$ cat src/rtl/wdt_pkg.sv
package wdt_pkg;
  localparam int BUS_W      = 32;
  localparam int OFS_CTRL   = 'h00;
  localparam int OFS_COUNT  = 'h08;
  localparam int OFS_RESTART = 'h0C;

  localparam int POS_RUN    = 18;
  localparam int POS_RSTEN  = 21;
  localparam int POS_CLKEN  = 24;
  localparam int POS_DIVEN  = 25;
  localparam int LIVE_SHIFT = 16;

  // Prescaler wraps when the next phase reaches the divide value; 0 acts as 1.
  function automatic logic presc_wrap(input logic [31:0] phase, input logic [31:0] div);
    logic [32:0] nxt;
    nxt = {1'b0, phase} + 33'd1;
    return nxt >= {1'b0, div};
  endfunction

  // Count may advance only while strictly below the terminal value.
  function automatic logic cnt_can_step(input logic [31:0] cnt, input logic [31:0] term);
    return cnt < term;
  endfunction

  // True when one more step lands exactly on the terminal value.
  function automatic logic cnt_hits_term(input logic [31:0] cnt, input logic [31:0] term);
    return ({1'b0, cnt} + 33'd1) == {1'b0, term};
  endfunction
endpackage

$ cat src/rtl/wdt_regfile.sv
module wdt_regfile #(
  parameter int ADDR_W = 8,
  parameter int DIV_W  = 18,
  parameter int CNT_W  = 16
) (
  input  logic                      clk,
  input  logic                      rst_n,
  input  logic                      bus_wr,
  input  logic                      bus_rd,
  input  logic [ADDR_W-1:0]         bus_addr,
  input  logic [wdt_pkg::BUS_W-1:0] bus_wdata,
  input  logic [CNT_W-1:0]          live_cnt,
  output logic [wdt_pkg::BUS_W-1:0] bus_rdata,
  output logic                      ctrl_en,
  output logic                      rst_en,
  output logic                      clk_en,
  output logic                      div_en,
  output logic [DIV_W-1:0]          div_val,
  output logic [CNT_W-1:0]          term,
  output logic                      restart_evt
);
  import wdt_pkg::*;

  logic sel_ctrl, sel_count, sel_restart;
  logic [BUS_W-1:0] ctrl_word, count_word;

  assign sel_ctrl    = bus_addr == ADDR_W'(OFS_CTRL);
  assign sel_count   = bus_addr == ADDR_W'(OFS_COUNT);
  assign sel_restart = bus_addr == ADDR_W'(OFS_RESTART);

  assign restart_evt = bus_wr && sel_restart;

  always_ff @(posedge clk or negedge rst_n) begin
    if (!rst_n) begin
      ctrl_en <= 1'b0;
      rst_en  <= 1'b0;
      clk_en  <= 1'b0;
      div_en  <= 1'b0;
      div_val <= '0;
    end else if (bus_wr && sel_ctrl) begin
      ctrl_en <= bus_wdata[POS_RUN];
      rst_en  <= bus_wdata[POS_RSTEN];
      clk_en  <= bus_wdata[POS_CLKEN];
      div_en  <= bus_wdata[POS_DIVEN];
      div_val <= bus_wdata[DIV_W-1:0];
    end
  end

  always_ff @(posedge clk or negedge rst_n) begin
    if (!rst_n) term <= '0;
    else if (bus_wr && sel_count) term <= bus_wdata[CNT_W-1:0];
  end

  always_comb begin
    ctrl_word = '0;
    ctrl_word[DIV_W-1:0] = div_val;
    ctrl_word[POS_RUN]   = ctrl_en;
    ctrl_word[POS_RSTEN] = rst_en;
    ctrl_word[POS_CLKEN] = clk_en;
    ctrl_word[POS_DIVEN] = div_en;
  end

  always_comb begin
    count_word = '0;
    count_word[CNT_W-1:0] = term;
    count_word[LIVE_SHIFT +: CNT_W] = live_cnt;
  end

  always_comb begin
    bus_rdata = '0;
    if (bus_rd) begin
      if (sel_ctrl)       bus_rdata = ctrl_word;
      else if (sel_count) bus_rdata = count_word;
    end
  end

  logic unused_wdata;
  assign unused_wdata = ^bus_wdata;
endmodule

$ cat src/rtl/wdt_prescaler.sv
module wdt_prescaler #(
  parameter int DIV_W = 18
) (
  input  logic             clk,
  input  logic             rst_n,
  input  logic             ctrl_en,
  input  logic             run,
  input  logic [DIV_W-1:0] div_val,
  output logic             tick
);
  logic [DIV_W-1:0] phase;

  assign tick = run && wdt_pkg::presc_wrap(32'(phase), 32'(div_val));

  always_ff @(posedge clk or negedge rst_n) begin
    if (!rst_n)       phase <= '0;
    else if (!ctrl_en) phase <= '0;
    else if (run) begin
      if (tick) phase <= '0;
      else      phase <= phase + DIV_W'(1);
    end
  end
endmodule

$ cat src/rtl/wdt_tick_counter.sv
module wdt_tick_counter #(
  parameter int CNT_W = 16
) (
  input  logic             clk,
  input  logic             rst_n,
  input  logic             ctrl_en,
  input  logic             rst_en,
  input  logic             tick,
  input  logic             restart_evt,
  input  logic [CNT_W-1:0] term,
  output logic [CNT_W-1:0] cnt,
  output logic             expire_evt,
  output logic             rst_req
);
  logic step;

  assign step = ctrl_en && tick && !restart_evt &&
                wdt_pkg::cnt_can_step(32'(cnt), 32'(term));
  assign expire_evt = step && wdt_pkg::cnt_hits_term(32'(cnt), 32'(term));

  always_ff @(posedge clk or negedge rst_n) begin
    if (!rst_n)           cnt <= '0;
    else if (restart_evt) cnt <= '0;
    else if (step)        cnt <= cnt + CNT_W'(1);
  end

  always_ff @(posedge clk or negedge rst_n) begin
    if (!rst_n) rst_req <= 1'b0;
    else        rst_req <= expire_evt && rst_en;
  end
endmodule

$ cat src/rtl/tick_watchdog.sv
module tick_watchdog #(
  parameter int ADDR_W = 8,
  parameter int DIV_W  = 18,
  parameter int CNT_W  = 16
) (
  input  logic              clk,
  input  logic              rst_n,
  input  logic              bus_wr,
  input  logic              bus_rd,
  input  logic [ADDR_W-1:0] bus_addr,
  input  logic [31:0]       bus_wdata,
  output logic [31:0]       bus_rdata,
  output logic              wdt_rst_req
);
  logic             ctrl_en, rst_en, clk_en, div_en;
  logic [DIV_W-1:0] div_val;
  logic [CNT_W-1:0] term, cnt;
  logic             run, tick, restart_evt, expire_evt;

  assign run = ctrl_en && clk_en && div_en;

  wdt_regfile #(.ADDR_W(ADDR_W), .DIV_W(DIV_W), .CNT_W(CNT_W)) u_regs (
    .clk(clk), .rst_n(rst_n), .bus_wr(bus_wr), .bus_rd(bus_rd),
    .bus_addr(bus_addr), .bus_wdata(bus_wdata), .live_cnt(cnt),
    .bus_rdata(bus_rdata), .ctrl_en(ctrl_en), .rst_en(rst_en),
    .clk_en(clk_en), .div_en(div_en), .div_val(div_val), .term(term),
    .restart_evt(restart_evt)
  );

  wdt_prescaler #(.DIV_W(DIV_W)) u_presc (
    .clk(clk), .rst_n(rst_n), .ctrl_en(ctrl_en), .run(run),
    .div_val(div_val), .tick(tick)
  );

  wdt_tick_counter #(.CNT_W(CNT_W)) u_cnt (
    .clk(clk), .rst_n(rst_n), .ctrl_en(ctrl_en), .rst_en(rst_en),
    .tick(tick), .restart_evt(restart_evt), .term(term), .cnt(cnt),
    .expire_evt(expire_evt), .rst_req(wdt_rst_req)
  );
endmodule

$ cat config.mk
export PLATFORM = sky130hd
export DESIGN_NAME = tick_watchdog
export DESIGN_NICKNAME = d
export VERILOG_FILES = /design/src/rtl/wdt_pkg.sv /design/src/rtl/wdt_regfile.sv /design/src/rtl/wdt_prescaler.sv /design/src/rtl/wdt_tick_counter.sv /design/src/rtl/tick_watchdog.sv
export SDC_FILE = /design/constraint.sdc
export NUM_CORES = 1
export LEC_CHECK = 0
export CORE_MARGIN = 5
export CORE_UTILIZATION = 47
export DETAILED_ROUTE_END_ITERATION = 10
export DONT_BUFFER_PORTS = 1
export RECOVER_POWER = 25
export SETUP_SLACK_MARGIN = 0.02
export SLEW_MARGIN = 30
export SYNTH_ARGS = -nofsm -noshare
export SYNTH_HDL_FRONTEND = slang
export SYNTH_SLANG_ARGS = --single-unit
$ cat constraint.sdc
create_clock -name clk -period 4.5 [get_ports clk]
set_clock_uncertainty 0.2 [all_clocks]
set_input_delay 0.9 -clock clk [delete_from_list [all_inputs] [get_ports clk]]
set_output_delay 0.9 -clock clk [all_outputs]
set_load 0.03 [all_outputs]
==> PnR_summary.wiki <==
{| class="wikitable"
! Metric !! Value
|-
| TritonCTS Buffers || 9
|-
| Final net count || 669
|-
| Number of enable-type register cells in the synthesized netlist || 0
|-
| DRT iter0 DRCs || 278
|-
| Type of element launching the critical path || register
|-
| Synthesized instance count || 562
|-
| Die outline height || 112.8 um
|-
| Share of final-layout standard cells stronger than drive strength 1 || 11.28%
|-
| Final setup TNS || 0 ps
|-
| Sort of element at the end of the critical path || register
|-
| Total placed cells including tap cells || 707
|-
| Library cells used by synthesis || 53
|-
| Last weighted congestion value of the routability-driven placer || 0.8446
|-
| Finish-stage setup viols || 0
|-
| Number of cell rows || 37
|-
| Share of the yosys chip area belonging to registers || 36.77%
|-
| Hold violation total from the final report || 0
|-
| CTS Buffer Depth || 2
|-
| Measured slew at the worst slew-check pin || 855.1 ps
|-
| Number of sinks on the clock net || 73
|-
| Clock network latency to the later pin of the worst-skew pair || 380 ps
|-
| Grt ovf || 0
|-
| Average size of a mapped cell || 8.841 um^2
|-
| Worst hold slack || 14.13 ps
|-
| FF+latch count, synth || 73
|-
| Power density normalized to cell area || 277.7 nW/um^2
|-
| Via count of the first global-routing pass || 3951
|-
| Via count || 4062
|-
| Final period utilization || 89.69%
|-
| Utilization of the core after routing || 53.65%
|-
| PostCTS Resize Cnt || 0
|-
| Final Power || 1.538 mW
|-
| Highest ir drop seen on vdd || 0.1692 mV
|-
| Routed wire length || 13.06 mm
|-
| Initial core utilization || 48.13%
|-
| Post-Place Setup Slack || 503.1 ps
|-
| Slowest stage cell, crit path || nor4_4
|-
| Largest delay share family, worst path || simple AND/OR/NAND/NOR gates
|-
| Critical path, cell by cell || and4_1 > nand3_2 > nor3_1 > buf_4 > and3_1 > xor2_1 > ha_1 > nand4_1 > nor3_1 > a2111o_1 > nor4_4 > nor2_1 > a31o_2 > a21oi_1
|-
| Die boundary width || 112.8 um
|-
| Dpl cell area || 5288 um^2
|-
| FFs w/ async S/R, synth || 100.0%
|-
| Post-route cell area || 5539 um^2
|-
| Number of antenna violations at the first check in global routing || 0
|-
| Global-route total usage across every layer || 20.73%
|-
| Average detailed-routed wire length per instance || 17.89 um
|-
| Die outline area || 12730 um^2
|-
| Final non-filler cell total || 730
|-
| TritonCTS clock tree || built
|-
| I/O pin cnt || 77
|-
| Biggest cell delay along the critical path || 480 ps
|-
| N_diodes || 0
|-
| Setup slack after layout || 464.1 ps
|-
| Worst slew margin relative to its limit || 41.52%
|-
| Number of slew-limit violations in the final report || 0
|-
| RSZ-0062 raised after global routing || no
|-
| Result of the run || completed
|-
| Flop2flop setup slack || 460 ps
|-
| Net count after synthesis || 642
|-
| Total of warnings raised by yosys || 0
|-
| Largest net degree at the start of global routing || 69
|-
| Residual DRC count || 0
|-
| Path category of the worst min-delay check || in -> async
|-
| Crit Path Category || reg -> reg
|-
| Layout Area Growth over Synthesis || 11.48%
|-
| Total core area || 10320 um^2
|-
| Count of max-cap constraint violations || 0
|-
| Dominant synthesized flop cell || dfrtp_1
|-
| Clock-pin transition on the worst setup and hold timing paths || 80 ps
|-
| Drt via density || 5.564
|-
| Post-layout min period || 4036 ps
|-
| P_leak || 2.627 nW
|-
| Critical-path maximum fanout || 8
|-
| Number of detailed-routing iterations run before antenna repair || 5
|-
| Library cell used as clock root buffer || clkbuf_8
|-
| Maximum level of the CTS H-tree || 3
|-
| Netlist area before placement || 4969 um^2
|-
| WP data arrival || 4130 ps
|-
| First-pass GRT wire length || 20.87 mm
|-
| WP data required || 4590 ps
|-
| Most used cell along the critical path || nor3_1
|-
| Count of buffers from port buffering || 0
|-
| Buffer and inverter count on the worst path || 1
|-
| Number of antenna-violating nets in the routed design || 0
|-
| Upper clock frequency limit || 247.8 MHz
|-
| Placed wire-length estimate after detailed placement || 9.682 mm
|}
==> where the power goes <==
group          leakage (nW)  internal [mW]  total (mW)  switching, mW
clock                0.0805          0.215       0.491          0.276
sequential            0.796          0.693       0.745         0.0522
combinational          1.75          0.136       0.302          0.166
total                  2.63           1.04        1.54          0.495
==> kinds of logic after synthesis <==
logic type / count (synthesis) / share of synthesized area [%]
mux: 29 / 5.993
flops: 73 / 36.77
xor+xnor: 45 / 7.933
buf+inv: 64 / 5.087
simple gates: 215 / 22.44
fa+ha+maj: 36 / 9.066
compound gates: 100 / 12.72
==> cells in the final DEF (no fill, tap or decap), types with 10 or more instances in the layout <==
cell type,instances
nor2_1,53
ha_1,36
nand3_1,13
mux2i_1,23
and2_1,13
a21oi_1,18
o21ai_0,45
nand4_1,12
nand2_1,57
nor3_1,21
buf_4,34
inv_1,39
xor2_1,13
dfrtp_1,73
clkbuf_8,10
a22o_1,11
xnor2_1,32
==> synth_stat cells, types with 2 or more instances <==
| library cell | number | share of area [%] |
|---|---|---|
| nor4_4 | 2 | 0.86 |
| and3_1 | 9 | 1.1 |
| dfrtp_1 | 73 | 37 |
| mux2i_1 | 23 | 4.6 |
| a2111oi_0 | 2 | 0.35 |
| a21oi_1 | 18 | 1.8 |
| o31ai_1 | 3 | 0.45 |
| xor2_1 | 13 | 2.3 |
| a211o_1 | 2 | 0.35 |
| o211ai_1 | 2 | 0.30 |
| nor2b_1 | 3 | 0.38 |
| clkbuf_1 | 18 | 1.4 |
| buf_1 | 2 | 0.15 |
| o21bai_1 | 3 | 0.45 |
| and4_1 | 4 | 0.71 |
| nand3_1 | 13 | 1.3 |
| and2_1 | 13 | 1.6 |
| xnor2_1 | 32 | 5.6 |
| nor2_1 | 53 | 4.0 |
| inv_1 | 39 | 2.9 |
| nor3_1 | 21 | 2.1 |
| nand4_1 | 12 | 1.5 |
| or3_1 | 5 | 0.63 |
| or2_2 | 2 | 0.25 |
| o21ai_0 | 45 | 4.5 |
| nor3b_1 | 4 | 0.60 |
| mux2_2 | 6 | 1.4 |
| or4_1 | 3 | 0.45 |
| nand2b_1 | 3 | 0.38 |
| nor4_1 | 2 | 0.25 |
| nor4b_1 | 2 | 0.35 |
| a21o_1 | 5 | 0.76 |
| nand2_1 | 57 | 4.3 |
| a22o_1 | 11 | 1.9 |
| ha_1 | 36 | 9.1 |
| buf_2 | 4 | 0.40 |
==> sequential cells by signal, summed over array words and instances (netlist names) <==
register,flops
u_cnt.cnt,16
u_cnt.rst_req,1
u_presc.phase,18
u_regs.clk_en,1
u_regs.ctrl_en,1
u_regs.div_en,1
u_regs.div_val,18
u_regs.rst_en,1
u_regs.term,16
==> final cells by class <==
cell class,count,area [um^2]
fillers,957,4785
multi-input cells,425,2889
flip-flops and latches,73,1827
repair buffers,41,325.3
well taps,136,170.2
inverters,39,146.4
clock buffers,10,137.6
clock inverters,6,43.79
==> worst register-to-register path: cells and delay by family (launching register included) <==
| kind | cells | cell delay (ps) |
|---|---|---|
| and+or+nand+nor | 8 | 1880 |
| AOI/OAI and AO/OA | 3 | 860 |
| DFF | 1 | 440 |
| adders and majority gates | 1 | 260 |
| buffers and inverters | 1 | 160 |
| xor gates and xnor gates | 1 | 160 |
==> timing repair <==
item                                   in CTS  in global routing
endpoints found under the hold margin       5                 10
hold buffers                                3                  4
buffers inserted                            0                  0
==> path summary, 6_finish.rpt <==
kind                                        start                end  cells past startpoint
worst max-delay path             u_presc.phase[3]      u_cnt.cnt[14]                     14
worst min-delay path                        rst_n     u_regs.ctrl_en                      0
worst max register to register   u_presc.phase[3]      u_cnt.cnt[14]                     14
worst min register to register  u_presc.phase[12]  u_presc.phase[12]                      1
max in group asynchronous                   rst_n  u_regs.div_val[4]                      1
min in group clk                u_presc.phase[12]  u_presc.phase[12]                      1
==> layer usage <==
metal / up-vias / GRT usage [%] / part of all wire [%]
met2: 93 / 33.73 / 47
met5: - / 0 / 0
li1: 2020 / - / -
met4: 0 / 6.891 / 1.9
met1: 1932 / 27.89 / 47
met3: 17 / 3.850 / 4.3
Note: power is estimated with default switching activity, not from simulation.
